[config.mk]
export PLATFORM = sky130hd
export DESIGN_NAME = sdram_cmd_seq
export DESIGN_NICKNAME = d
export VERILOG_FILES = /design/src/rtl/sdseq_pkg.sv /design/src/rtl/sdseq_gap_timer.sv /design/src/rtl/sdseq_refresh_tick.sv /design/src/rtl/sdram_cmd_seq.sv
export SDC_FILE = /design/constraint.sdc
export NUM_CORES = 1
export LEC_CHECK = 0
export ABC_AREA = 0
export CORE_AREA = 4 4 79 81
export DETAILED_ROUTE_END_ITERATION = 16
export DIE_AREA = 0 0 83 85
export GPL_TIMING_DRIVEN = 1
export PLACE_DENSITY_LB_ADDON = 0.12
export SYNTH_ARGS = -nofsm -noshare
export SYNTH_HDL_FRONTEND = slang
export SYNTH_SLANG_ARGS = --single-unit
[constraint.sdc]
create_clock -name clk -period 2.3 [get_ports clk]
set_clock_uncertainty 0.05 [all_clocks]
set_input_delay 0.23 -clock clk [delete_from_list [all_inputs] [get_ports clk]]
set_output_delay 0.23 -clock clk [all_outputs]
set_load 0.005 [all_outputs]
[src/rtl/sdseq_pkg.sv]
package sdseq_pkg;

    // {cs_n, ras_n, cas_n, we_n}
    typedef enum logic [3:0] {
        CMD_MRS = 4'b0000,
        CMD_REF = 4'b0001,
        CMD_PRE = 4'b0010,
        CMD_ACT = 4'b0011,
        CMD_WR  = 4'b0100,
        CMD_RD  = 4'b0101,
        CMD_BST = 4'b0110,
        CMD_NOP = 4'b0111
    } sd_cmd_e;

    typedef enum logic [3:0] {
        ST_POWERUP,
        ST_INIT_PALL,
        ST_INIT_REF,
        ST_MRS,
        ST_IDLE,
        ST_ACT,
        ST_RW,
        ST_REF,
        ST_WAIT
    } seq_state_e;

endpackage

[src/rtl/sdseq_gap_timer.sv]
module sdseq_gap_timer #(
    parameter int W = 4
) (
    input  logic         clk,
    input  logic         rst_n,
    input  logic         load,
    input  logic [W-1:0] load_val,
    output logic         zero
);
    logic [W-1:0] cnt;

    always_ff @(posedge clk or negedge rst_n) begin
        if (!rst_n)
            cnt <= '0;
        else if (load)
            cnt <= load_val;
        else if (cnt != '0)
            cnt <= cnt - 1'b1;
    end

    assign zero = (cnt == '0);

    // a running countdown loses exactly one per cycle
    assert_timer_step_R6: assert property (@(posedge clk) disable iff (!rst_n)
        (!load && cnt != '0) |=> (cnt == $past(cnt) - 1'b1));

endmodule

[src/rtl/sdseq_refresh_tick.sv]
module sdseq_refresh_tick #(
    parameter int INTERVAL = 1040
) (
    input  logic clk,
    input  logic rst_n,
    output logic tick
);
    localparam int CW = $clog2(INTERVAL);

    logic [CW-1:0] cnt;

    always_ff @(posedge clk or negedge rst_n) begin
        if (!rst_n)
            cnt <= '0;
        else if (tick)
            cnt <= '0;
        else
            cnt <= cnt + 1'b1;
    end

    assign tick = (cnt == CW'(INTERVAL - 1));

    // the refresh tick is a single-cycle pulse
    assert_tick_single_R7: assert property (@(posedge clk) disable iff (!rst_n)
        tick |=> !tick);

endmodule

[src/rtl/sdram_cmd_seq.sv]
module sdram_cmd_seq
    import sdseq_pkg::*;
#(
    parameter int ROW_W        = 13,
    parameter int COL_W        = 9,
    parameter int BANK_W       = 2,
    parameter int T_RCD        = 2,
    parameter int T_RP         = 2,
    parameter int T_RAS        = 6,
    parameter int T_RC         = 8,
    parameter int T_RRD        = 2,
    parameter int T_RSC        = 2,
    parameter int REF_INTERVAL = 1040,
    parameter int CAS_LAT      = 3,
    parameter int INIT_REFS    = 2
) (
    input  logic              clk,
    input  logic              rst_n,
    input  logic              req_valid,
    output logic              req_ready,
    input  logic              req_write,
    input  logic [BANK_W-1:0] req_bank,
    input  logic [ROW_W-1:0]  req_row,
    input  logic [COL_W-1:0]  req_col,
    output logic              sd_cke,
    output logic              sd_cs_n,
    output logic              sd_ras_n,
    output logic              sd_cas_n,
    output logic              sd_we_n,
    output logic [ROW_W-1:0]  sd_addr,
    output logic [BANK_W-1:0] sd_ba
);
    localparam int AP_BIT    = 10;
    localparam int CLOSE_GAP = T_RAS + T_RP;
    localparam int GAP_A     = (T_RC > CLOSE_GAP) ? T_RC : CLOSE_GAP;
    localparam int ACT_GAP   = (GAP_A > T_RRD) ? GAP_A : T_RRD;
    localparam int TMR_W     = $clog2(ACT_GAP + T_RC + T_RP + T_RSC + 1);
    localparam int RC_W      = $clog2(INIT_REFS + 1);
    localparam logic [ROW_W-1:0] MODE_WORD = ROW_W'(CAS_LAT << 4);

    seq_state_e state, nxt_state, resume, nxt_resume;
    sd_cmd_e    cmd;

    logic              tmr_load, tmr_zero, tick, ref_due, accept, cke_q;
    logic [TMR_W-1:0]  tmr_val;
    logic [RC_W-1:0]   refs_left;
    logic              we_q;
    logic [BANK_W-1:0] bank_q;
    logic [ROW_W-1:0]  row_q;
    logic [COL_W-1:0]  col_q;

    sdseq_gap_timer #(.W(TMR_W)) u_gap (
        .clk      (clk),
        .rst_n    (rst_n),
        .load     (tmr_load),
        .load_val (tmr_val),
        .zero     (tmr_zero)
    );

    sdseq_refresh_tick #(.INTERVAL(REF_INTERVAL)) u_tick (
        .clk   (clk),
        .rst_n (rst_n),
        .tick  (tick)
    );

    assign req_ready = (state == ST_IDLE) && !ref_due;
    assign accept    = req_ready && req_valid;

    // next state, resume target and timer load
    always_comb begin
        nxt_state  = state;
        nxt_resume = resume;
        tmr_load   = 1'b0;
        tmr_val    = '0;
        unique case (state)
            ST_POWERUP:   nxt_state = ST_INIT_PALL;
            ST_INIT_PALL: begin
                tmr_load = 1'b1; tmr_val = TMR_W'(T_RP - 2);
                nxt_state = ST_WAIT; nxt_resume = ST_INIT_REF;
            end
            ST_INIT_REF: begin
                tmr_load = 1'b1; tmr_val = TMR_W'(T_RC - 2);
                nxt_state = ST_WAIT;
                nxt_resume = (refs_left == RC_W'(1)) ? ST_MRS : ST_INIT_REF;
            end
            ST_MRS: begin
                tmr_load = 1'b1; tmr_val = TMR_W'(T_RSC - 2);
                nxt_state = ST_WAIT; nxt_resume = ST_IDLE;
            end
            ST_IDLE: begin
                if (ref_due)
                    nxt_state = ST_REF;
                else if (req_valid)
                    nxt_state = ST_ACT;
            end
            ST_ACT: begin
                tmr_load = 1'b1; tmr_val = TMR_W'(T_RCD - 2);
                nxt_state = ST_WAIT; nxt_resume = ST_RW;
            end
            ST_RW: begin
                tmr_load = 1'b1; tmr_val = TMR_W'(ACT_GAP - T_RCD - 2);
                nxt_state = ST_WAIT; nxt_resume = ST_IDLE;
            end
            ST_REF: begin
                tmr_load = 1'b1; tmr_val = TMR_W'(T_RC - 2);
                nxt_state = ST_WAIT; nxt_resume = ST_IDLE;
            end
            ST_WAIT: begin
                if (tmr_zero)
                    nxt_state = resume;
            end
            default: nxt_state = ST_POWERUP;
        endcase
    end

    // state register and request capture
    always_ff @(posedge clk or negedge rst_n) begin
        if (!rst_n) begin
            state     <= ST_POWERUP;
            resume    <= ST_IDLE;
            refs_left <= RC_W'(INIT_REFS);
            ref_due   <= 1'b0;
            cke_q     <= 1'b0;
            we_q      <= 1'b0;
            bank_q    <= '0;
            row_q     <= '0;
            col_q     <= '0;
        end else begin
            state  <= nxt_state;
            resume <= nxt_resume;
            cke_q  <= 1'b1;
            if (state == ST_INIT_REF)
                refs_left <= refs_left - 1'b1;
            if (tick)
                ref_due <= 1'b1;
            else if (state == ST_REF)
                ref_due <= 1'b0;
            if (accept) begin
                we_q   <= req_write;
                bank_q <= req_bank;
                row_q  <= req_row;
                col_q  <= req_col;
            end
        end
    end

    // command pins from state
    always_comb begin
        cmd     = CMD_NOP;
        sd_addr = '0;
        sd_ba   = '0;
        unique case (state)
            ST_INIT_PALL: begin
                cmd = CMD_PRE;
                sd_addr[AP_BIT] = 1'b1;
            end
            ST_INIT_REF, ST_REF: cmd = CMD_REF;
            ST_MRS: begin
                cmd = CMD_MRS;
                sd_addr = MODE_WORD;
            end
            ST_ACT: begin
                cmd = CMD_ACT;
                sd_addr = row_q;
                sd_ba = bank_q;
            end
            ST_RW: begin
                cmd = we_q ? CMD_WR : CMD_RD;
                sd_addr[COL_W-1:0] = col_q;
                sd_addr[AP_BIT] = 1'b1;
                sd_ba = bank_q;
            end
            default: cmd = CMD_NOP;
        endcase
    end

    assign {sd_cs_n, sd_ras_n, sd_cas_n, sd_we_n} = cmd;
    assign sd_cke = cke_q;

    // an accepted request produces its activate on the next cycle
    assert_act_follows_accept_R4: assert property (@(posedge clk) disable iff (!rst_n)
        accept |=> ({sd_cs_n, sd_ras_n, sd_cas_n, sd_we_n} == 4'b0011
                    && sd_ba == $past(req_bank) && sd_addr == $past(req_row)));

    // activate is followed by no-operation (row-to-column delay of at least 2)
    assert_act_then_nop_R5: assert property (@(posedge clk) disable iff (!rst_n)
        ({sd_cs_n, sd_ras_n, sd_cas_n, sd_we_n} == 4'b0011)
        |=> ({sd_cs_n, sd_ras_n, sd_cas_n, sd_we_n} == 4'b0111));

    // column commands always request auto precharge
    assert_rw_autopre_R5: assert property (@(posedge clk) disable iff (!rst_n)
        (!sd_cs_n && sd_ras_n && !sd_cas_n) |-> sd_addr[AP_BIT]);

    // a due refresh in idle wins over any request
    assert_refresh_wins_R7: assert property (@(posedge clk) disable iff (!rst_n)
        (ref_due && state == ST_IDLE) |=> (state == ST_REF));

    // offering ready coincides with a no-operation on the pins
    assert_ready_nop_R8: assert property (@(posedge clk) disable iff (!rst_n)
        req_ready |-> ({sd_cs_n, sd_ras_n, sd_cas_n, sd_we_n} == 4'b0111));

endmodule

Word-level counts from Yosys, hierarchy flattened
Cells that the tools add are included.
Widths: inputs -> output; s select.
{"block": "word_totals", "reg_bits": 53, "word_cells": 61}
{"block": "classes", "addsub": 3, "n_eq_ne": 12, "n_mux": 20, "reduce_logical": 15}
{"operator": "$pmux 4 s4", "count": 2}
{"operator": "$pmux 9 s3", "count": 1}
{"operator": "$eq 4x3->1 const B", "count": 4}
{"operator": "$pmux 3 s5", "count": 1}
{"operator": "$mux 4", "count": 3}
{"operator": "$add 11x1->11 const B", "count": 1}
{"operator": "$eq 11x11->1 const B", "count": 1}
{"operator": "$mux 11", "count": 1}
{"operator": "$mux 5", "count": 2}
{"operator": "$eq 4x2->1 const B", "count": 2}
{"operator": "$mux 1", "count": 6}
{"operator": "$pmux 3 s2", "count": 1}
{"operator": "$reduce_or 2->1", "count": 3}
{"operator": "$reduce_or 6->1", "count": 1}
{"operator": "$logic_not 5->1", "count": 1}
{"operator": "$reduce_bool 5->1", "count": 1}
{"operator": "$sub 5x1->5 const B", "count": 1}
{"operator": "$eq 4x1->1 const B", "count": 1}
{"operator": "$eq 4x4->1 const B", "count": 1}
{"operator": "$logic_not 4->1", "count": 1}
{"operator": "$mux 2", "count": 2}
{"operator": "$reduce_bool 2->1", "count": 2}
{"operator": "$reduce_bool 4->1", "count": 1}
{"operator": "$ne 3x3->1 const B", "count": 1}
{"operator": "8 further kinds", "count": 9}

Longest topological paths before layout
Gate-level depths: netlist (run 1).
{"block": "logic_depth", "ltp_word": 4, "depth_mapped": 6}

By module
Synthesis (run 1) repeated with hierarchy kept, for this count alone.
{"block": "unflattened", "hier_cells": 214, "hier_area_um2": 2561.2}
{"mod": "sdram_cmd_seq", "n_inst": 1, "cells_per_inst": 141, "area_each_um2": 1766.7}
{"mod": "sdseq_refresh_tick", "n_inst": 1, "cells_per_inst": 46, "area_each_um2": 515.5}
{"mod": "sdseq_gap_timer", "n_inst": 1, "cells_per_inst": 27, "area_each_um2": 279.0}

Worst setup path after synthesis (run 1)
OpenSTA, ideal clock, no wires.
{"block": "synth_path", "path_type": "register -> register", "start": "register u_gap.cnt[0]", "end": "register state[1]", "arrival_time_ns": 1.623, "setup_slack_ns": 0.549, "stages_incl_launch_ff": 7, "synth_period_minus_slack_ns": 1.751, "cell_sequence": "dfrtp_1 -> inv_1 -> ha_1 -> or4b_1 -> buf_2 -> or3_1 -> a21boi_1"}
{"block": "synth_via", "elab_chain_cells": 3}
{"element": "start: declaration", "line": "sdseq_gap_timer.sv:10", "source": "logic [W-1:0] cnt;"}
{"element": "start signal: assignment", "line": "sdseq_gap_timer.sv:16", "source": "cnt <= load_val;"}
{"element": "start signal: assignment", "line": "sdseq_gap_timer.sv:18", "source": "cnt <= cnt - 1'b1;"}
{"element": "$logic_not 5->1", "line": "sdseq_gap_timer.sv:21", "source": "assign zero = (cnt == '0);"}
{"element": "$ne 2x2->1 (no line)"}
{"element": "$reduce_and 2->1 (no line)"}
{"element": "end signal: assignment", "line": "sdram_cmd_seq.sv:129", "source": "state <= nxt_state;"}
{"element": "end: declaration", "line": "sdram_cmd_seq.sv:41", "source": "seq_state_e state, nxt_state, resume, nxt_resume;"}
No other way between the ends.
A chain may end at the register's enable or synchronous reset.

Worst setup path after layout (run 1)
{"block": "layout_path", "start": "register state[3]", "end": "output sd_addr[3]"}
{"block": "layout_via", "elab_chain_cells": 2, "word_cells_on_any_way": 4}
{"element": "$eq 4x3->1 / $eq 4x2->1 (equally long branches)", "line": "sdram_cmd_seq.sv:152", "source": "unique case (state)"}
{"element": "$pmux 9 s3 (*)", "line": "sdram_cmd_seq.sv:152"}
{"element": "end: declaration", "line": "sdram_cmd_seq.sv:30", "source": "output logic [ROW_W-1:0] sd_addr,"}
Mark *: on every way between the ends. The rest lies on a longest branch, timed or not.

==> flow_metrics.env, run 1 <==
export IMPL_tritoncts="yes"
export IMPL_cts_root_buf="clkbuf_8"
export IMPL_via_count=1764
export IMPL_synthArstFlopShare_pct=100
export IMPL_synthCells=217
export IMPL_r2r_start="u_gap.cnt[0]$_DFFE_PN0P_"
export IMPL_wl_per_cell_um=14.8
export IMPL_post_route_period_util_pct=95.0
export IMPL_synth_top_family_by_area="simple AND/OR/NAND/NOR gates"
export IMPL_grt_use_total_pct=15.5
export IMPL_dp_cells=334
export IMPL_synth_area_leaders="dfrtp_1, mux2_2, a22o_1, a21oi_1, dfstp_2"
export IMPL_port_buffers=47
export IMPL_clock_fmax_ghz=0.458
export IMPL_fin_nets=302
export IMPL_netlist_area_mm2=0.00247
export IMPL_grt_pass1_wl_um=8670
export IMPL_ant_nets=0
export IMPL_diodes=0
export IMPL_crit_buf_inv=2
export IMPL_cap_violations=0
export IMPL_fin_util_pct=59.9
export IMPL_multi_input_area_mm2=0.00111
export IMPL_muxShareOfSynthArea_pct=11.4
export IMPL_r2r_slack_ps=520
export IMPL_grt_start_max_net_pins=26
export IMPL_die_x_um=83
export IMPL_ys_types=48
export IMPL_dp_slack_ps=371
export IMPL_ys_seq_elements=52
export IMPL_startpoint_type="register"
export IMPL_antenna_found_initial=0
export IMPL_vias_per_cell=5.13
export IMPL_grt_pass1_vias=1724
export IMPL_p_total_w=0.00302
export IMPL_synth_simple_area_share_pct=17.7
export IMPL_stdcell_count=344
export IMPL_area_growth_pct=32.5
export IMPL_synth_top_area_share_pct=50.6
export IMPL_synth_compound_area_share_pct=9.76
export IMPL_start_util_pct=45.2
export IMPL_yosysTopAreaCell="dfrtp_1"
export IMPL_fin_crit_ps=2190
export IMPL_cts_buffers=5
export IMPL_place_hpwl_um=3690
export IMPL_timing_final_max_slew_violations=0
export IMPL_insertion_delay_ps=300
export IMPL_drive_above_1_share_pct=20.2
export IMPL_rows=27
export IMPL_setup_viol=0
export IMPL_arrival_ps=1910
export IMPL_r2r_worst_path_cells=5
export IMPL_synth_xor_area_share_pct=3.54
export IMPL_slowest_stage="clkdlybuf4s50_1"
export IMPL_crit_family="buffers and inverters"
export IMPL_synthAdderAreaFrac_pct=1.52
export IMPL_routabilityCongestion=0.757
export IMPL_routed_wl_um=5100
export IMPL_yosysWarnings=0
export IMPL_power_density_mw_per_mm2=923
export IMPL_synth_edf_count=0
export IMPL_seq_area_mm2=0.00130
export IMPL_outcome="finished, final reports clean"
export IMPL_ios=49
export IMPL_ir_worst_vdd_v=0.000449
export IMPL_worst_pin_slew_ps=539
export IMPL_yosysSeqAreaShare_pct=52.7
export IMPL_end_kind="output port"
export IMPL_hp_class="primary input to async pin"
export IMPL_p_leak_nw=1.48
export IMPL_cts_sinks=52
export IMPL_path_clk_slew_ps=90
export IMPL_worstSetupPathType="register to output port"
export IMPL_drc=0
export IMPL_crit_path_max_fanout=11
export IMPL_drtIter0Drc=72
export IMPL_synth_nets=248
export IMPL_finalHoldViolCount=0
export IMPL_startpoint="state[3]$_DFFE_PN0P_"
export IMPL_fill_cells=486
export IMPL_cts_max_level=2
export IMPL_clock_path_buffers=2
export IMPL_overflow=0
export IMPL_path_depth=4
export IMPL_relSlewSlack_pct=64.1
export IMPL_die_area_mm2=0.00706
export IMPL_avgSynthCellArea_um2=11.4
export IMPL_synth_ff_type="dfrtp_1"
export IMPL_drtPass1Iterations=4
export IMPL_r2r_end="state[1]$_DFFE_PN0P_"
export IMPL_rsz0062_at_grt="no"
export IMPL_max_stage_delay_ps=500
export IMPL_core_mm2=0.00547
export IMPL_cp_cell_sequence="nor4bb_2 -> buf_4 -> a22o_1 -> clkdlybuf4s50_1"
export IMPL_cp_required_ps=2020
export IMPL_fin_tns_setup_ps=0
export IMPL_die_y_um=85
export IMPL_worst_slack_ps=115
-- stage by stage --
| stage | instance area (µm²) | hold WS [ps] |
|---|---|---|
| global route | 3280 | 445 |
| global placement | 3070 | 193 |
| finish | 3280 | 385 |
| CTS | 3240 | 395 |
| floorplan | 2470 | -116 |
| detailed placement | 3070 | 195 |
-- how the worst max path moves through the flow --
stage / endpoint
global placement: sd_we_n
global route: req_ready
floorplan: state[1]$_DFFE_PN0P_
finish: sd_addr[3]
CTS: sd_addr[5]
detailed placement: sd_addr[5]
-- area by class of cell --
class / count / area share [%]
inverters: 6 / 0.687
clock inverters: 3 / 2.75
clock buffers: 5 / 2.10
multi-input cells: 147 / 34.0
flip-flops and latches: 52 / 39.8
well taps: 72 / 2.75
repair buffers: 59 / 17.9
-- logic make-up (layout without fill, tap and decap cells) --
family,after synthesis,count (layout)
xor gates and xnor gates,10,10
muxes,25,25
buffers and inverters,18,73
DFF,52,52
other,2,2
adders and majority gates,3,3
and+or+nand+nor,71,71
AOI/OAI and AO/OA,36,36
-- layout by cell type, fill, tap and decap left out, types with 4 or more instances in the layout --
master,count
o21ai_0,7
dlymetal6s2s_1,4
nor2b_1,4
xnor2_1,6
inv_1,6
buf_4,8
a22o_1,7
nand3_1,4
clkdlybuf4s50_1,42
clkbuf_8,5
nand2_1,14
nor2_1,9
nand2b_1,6
xor2_1,4
mux2_2,22
dfrtp_1,50
and2_1,4
a21oi_1,11
-- flip-flops by register name (all words and copies together), names as in the netlist, 2 cells and up --
register	count
u_gap.cnt	5
bank_q	2
row_q	13
refs_left	2
col_q	9
state	4
resume	3
u_tick.cnt	11
-- layer usage --
layer / up-vias / global-route usage (%) / part of all wire, % / wire length [µm]
met5: - / 0 / 0 / 0
met3: 8 / 4.76 / 6.0 / 308
li1: 872 / - / - / -
met1: 853 / 20.5 / 47 / 2370
met4: 0 / 6.24 / 1.3 / 65
met2: 31 / 23.7 / 46 / 2350
-- synthesized netlist by cell type, types with 5 or more instances --
cell type  number
nand2_1        14
xnor2_1         6
a22o_1          7
nand2b_1        6
inv_1           6
clkbuf_1        5
nor2b_1         6
dfrtp_1        50
nor2_1          9
a21oi_1        11
mux2_2         22
buf_2           5
o21ai_0         7
-- what timing repair did --
action | CTS | global route
buffers inserted | 0 | 1
gates resized for setup | 0 | 10
endpoints found under the hold margin | 19 | 0
endpoints found under the setup margin | 0 | 13
hold buffers | 1 | 0
-- worst register-to-register path: stages, from the launching register on --
cell and delay [ps]:
dfrtp_1 420, inv_1 70, ha_1 170, or4b_1 470, or3_1 360, a21boi_1 180
-- power by group --
group | leakage, nW | total (W) | internal (W) | switching (W)
Combinational | 0.759 | 0.000908 | 0.000500 | 0.000407
Sequential | 0.648 | 0.00127 | 0.00113 | 0.000136
Clock | 0.0784 | 0.000848 | 0.000544 | 0.000304
No activity file was read; power rests on OpenSTA's default activity.
==> inputs of run 2 (changes only) <==
--- a/config.mk
+++ b/config.mk
@@ -6,11 +6,12 @@
 export NUM_CORES = 1
 export LEC_CHECK = 0
 export ABC_AREA = 0
-export CORE_AREA = 4 4 79 81
+export CORE_AREA = 4 4 80 82
 export DETAILED_ROUTE_END_ITERATION = 16
-export DIE_AREA = 0 0 83 85
+export DIE_AREA = 0 0 84 86
 export GPL_TIMING_DRIVEN = 1
 export PLACE_DENSITY_LB_ADDON = 0.12
 export SYNTH_ARGS = -nofsm -noshare
 export SYNTH_HDL_FRONTEND = slang
+export SYNTH_HIERARCHICAL = 1
 export SYNTH_SLANG_ARGS = --single-unit
==> run 2 against run 1 <==
Non-clock buffer count unchanged. Synthesized cell count down 1.4%. Critical path type unchanged. Sequential share of layout area down 0.061 points.
==> flow_metrics.env, run 2 <==
export IMPL_reg_top3="row_q: 13 flops, u_tick/cnt: 11 flops, col_q: 9 flops"
export IMPL_drc=0
export IMPL_r2r_worst_path_cells=6
export IMPL_die_y_um=86
export IMPL_fin_tns_setup_ps=0
export IMPL_cts_sinks=52
export IMPL_grt_pass1_wl_um=9000
export IMPL_routabilityCongestion=0.799
export IMPL_drive_above_1_share_pct=21.0
export IMPL_arrival_ps=1870
export IMPL_r2r_start="u_gap/cnt[0]$_DFFE_PN0P_"
export IMPL_area_growth_pct=28.2
export IMPL_top_register="row_q"
export IMPL_grt_start_max_net_pins=28
export IMPL_synth_area_leaders="dfrtp_1, mux2_4, xor2_1, mux2_2, a22o_1"
export IMPL_synthArstFlopShare_pct=100
export IMPL_cap_violations=0
export IMPL_vias_per_cell=5.10
export IMPL_worst_pin_slew_ps=648
export IMPL_worstHoldPathCells=1
export IMPL_synth_ff_type="dfrtp_1"
export IMPL_ios=49
export IMPL_die_x_um=84
export IMPL_largest_register_ffs=13
export IMPL_insertion_delay_ps=310
export IMPL_p_total_w=0.00281
export IMPL_ir_worst_vdd_v=0.000356
export IMPL_crit_path_max_fanout=10
export IMPL_die_area_mm2=0.00722
export IMPL_yosysWarnings=6
export IMPL_wl_per_cell_um=15.2
export IMPL_stdcell_count=346
export IMPL_ys_types=43
export IMPL_cts_buffers=5
export IMPL_cts_max_level=2
export IMPL_cts_root_buf="clkbuf_8"
export IMPL_antenna_found_initial=0
export IMPL_rsz0062_at_grt="no"
export IMPL_start_util_pct=44.6
export IMPL_r2r_end="state[0]$_DFFE_PN0P_"
export IMPL_ys_seq_elements=52
export IMPL_grt_use_total_pct=15.7
export IMPL_worstSetupPathType="register to output port"
export IMPL_avgSynthCellArea_um2=12.0
export IMPL_dp_cells=337
export IMPL_post_cts_repair_setup_buffers=0
export IMPL_drtIter0Drc=112
export IMPL_rows=28
export IMPL_final_common_cell="dfrtp_1"
export IMPL_grt_pass1_vias=1812
export IMPL_path_clk_slew_ps=90
export IMPL_timing_final_max_slew_violations=0
export IMPL_startpoint_type="register"
export IMPL_via_count=1765
export IMPL_netlist_top_cells_count="dfrtp_1, mux2_4, nand2_1"
export IMPL_relSlewSlack_pct=56.8
export IMPL_yosysTopAreaCell="dfrtp_1"
export IMPL_drtPass1Iterations=4
export IMPL_end_kind="output port"
export IMPL_fin_crit_ps=2150
export IMPL_hp_class="register to register"
export IMPL_setup_viol=0
export IMPL_p_leak_nw=1.56
export IMPL_post_route_period_util_pct=93.5
export IMPL_fin_nets=301
export IMPL_yosysSeqAreaShare_pct=50.9
export IMPL_port_buffers=47
export IMPL_clock_path_buffers=2
export IMPL_yosysMostFrequentCell="dfrtp_1"
export IMPL_r2r_slack_ps=300
export IMPL_diodes=0
export IMPL_synth_edf_count=0
export IMPL_cp_required_ps=2020
export IMPL_min_to="u_tick/cnt[0]$_DFF_PN0_"
export IMPL_synthCells=214
export IMPL_power_density_mw_per_mm2=857
export IMPL_core_mm2=0.00575
export IMPL_netlist_area_mm2=0.00256
export IMPL_ant_nets=0
export IMPL_overflow=0
export IMPL_finalHoldViolCount=0
export IMPL_place_hpwl_um=3720
export IMPL_min_from="u_tick/cnt[0]$_DFF_PN0_"
export IMPL_layout_common_cells="dfrtp_1, clkdlybuf4s50_1, mux2_4"
export IMPL_tritoncts="yes"
export IMPL_routed_wl_um=5270
export IMPL_synth_top_area_share_pct=48.9
export IMPL_clock_fmax_ghz=0.465
export IMPL_outcome="finished, final reports clean"
==> run 2: changes by cell type after synthesis, moves of 3 or more <==
cell	previous run	this run
mux2_4	0	20
mux2_2	22	6
a21oi_1	11	4
nand3_1	4	10
o31ai_1	0	4
xor2_1	4	8
a21o_1	0	3
and4_1	3	0
mux2_1	3	0
nand2b_1	6	3
nor2_1	9	12
xnor2_1	6	3
==> run 2: worst max-delay path by stage <==
| stage | from | slack, ps | end | cells past startpoint |
|---|---|---|---|---|
| 4_1_cts | state[3]$_DFFE_PN0P_ | 30 | sd_addr[1] | 4 |
| 3_3_place_gp | u_gap/cnt[0]$_DFFE_PN0P_ | 320 | state[0]$_DFFE_PN0P_ | 6 |
| 5_1_grt | state[3]$_DFFE_PN0P_ | 6 | sd_addr[6] | 4 |
| 6_report | state[3]$_DFFE_PN0P_ | 150 | sd_addr[0] | 4 |
| 3_5_place_dp | u_gap/cnt[0]$_DFFE_PN0P_ | 320 | state[0]$_DFFE_PN0P_ | 6 |
| 2_1_floorplan | u_gap/cnt[0]$_DFFE_PN0P_ | 540 | state[0]$_DFFE_PN0P_ | 6 |
==> run 2: through the flow <==
stage | area, µm² | util, % | setup slack [ps] | hold slack [ps]
global placement | 3160 | 55.1 | 318 | 235
floorplan | 2570 | - | 541 | -116
global route | 3280 | 57.1 | 6.03 | 443
detailed placement | 3160 | 55.1 | 323 | 246
finish | 3280 | 57.1 | 149 | 413
CTS | 3280 | 57.1 | 32.7 | 419
==> run 2: kinds of logic after synthesis <==
kind of cell / after synthesis / share of synthesized area, %
AO/OA/AOI/OAI: 38 / 10.5
XOR/XNOR: 11 / 3.76
adder cells (fa/ha/maj): 3 / 1.47
buffers and inverters: 18 / 3.71
flip-flops: 52 / 50.9
multiplexers: 26 / 14.4
other: 2 / 0.293
AND/OR/NAND/NOR: 64 / 15.0
==> run 2: routing by layer <==
| layer | share of wire, % | global-route usage (%) | vias to the layer above |
|---|---|---|---|
| li1 | - | - | 863 |
| met1 | 49 | 22.3 | 857 |
| met2 | 46 | 23.7 | 39 |
| met3 | 4.7 | 4.71 | 6 |
| met4 | 1.0 | 3.95 | 0 |
| met5 | 0 | 0 | - |
==> run 2: timing repair <==
action	4_1_cts	5_1_grt
endpoints found under the setup margin	3	9
hold endpoints to repair	23	0
resized for setup	1	1
hold buffers	1	0
==> run 2: final cells by class <==
class	count	area [µm²]
Tap cell	75	93.8
Fill cell	494	2460
Inverter	5	18.8
Sequential cell	52	1300
Clock buffer	6	72.6
Timing Repair Buffer	59	583
Multi-Input combinational cell	147	1180
Clock inverter	2	35.0
==> run 2: report_power, final <==
| part | leakage [nW] | internal [W] | switching [W] |
|---|---|---|---|
| clock network | 0.0552 | 0.000323 | 0.000300 |
| logic | 0.826 | 0.000507 | 0.000411 |
| registers | 0.678 | 0.00113 | 0.000136 |
| total | 1.56 | 0.00197 | 0.000847 |
==> run 2: critical path, cell delays in order, from the launching register on <==
cell and delay (ps):
dfrtp_1 390, nor2b_1 160, and2_2 320, a22o_1 190, clkdlybuf4s50_1 500
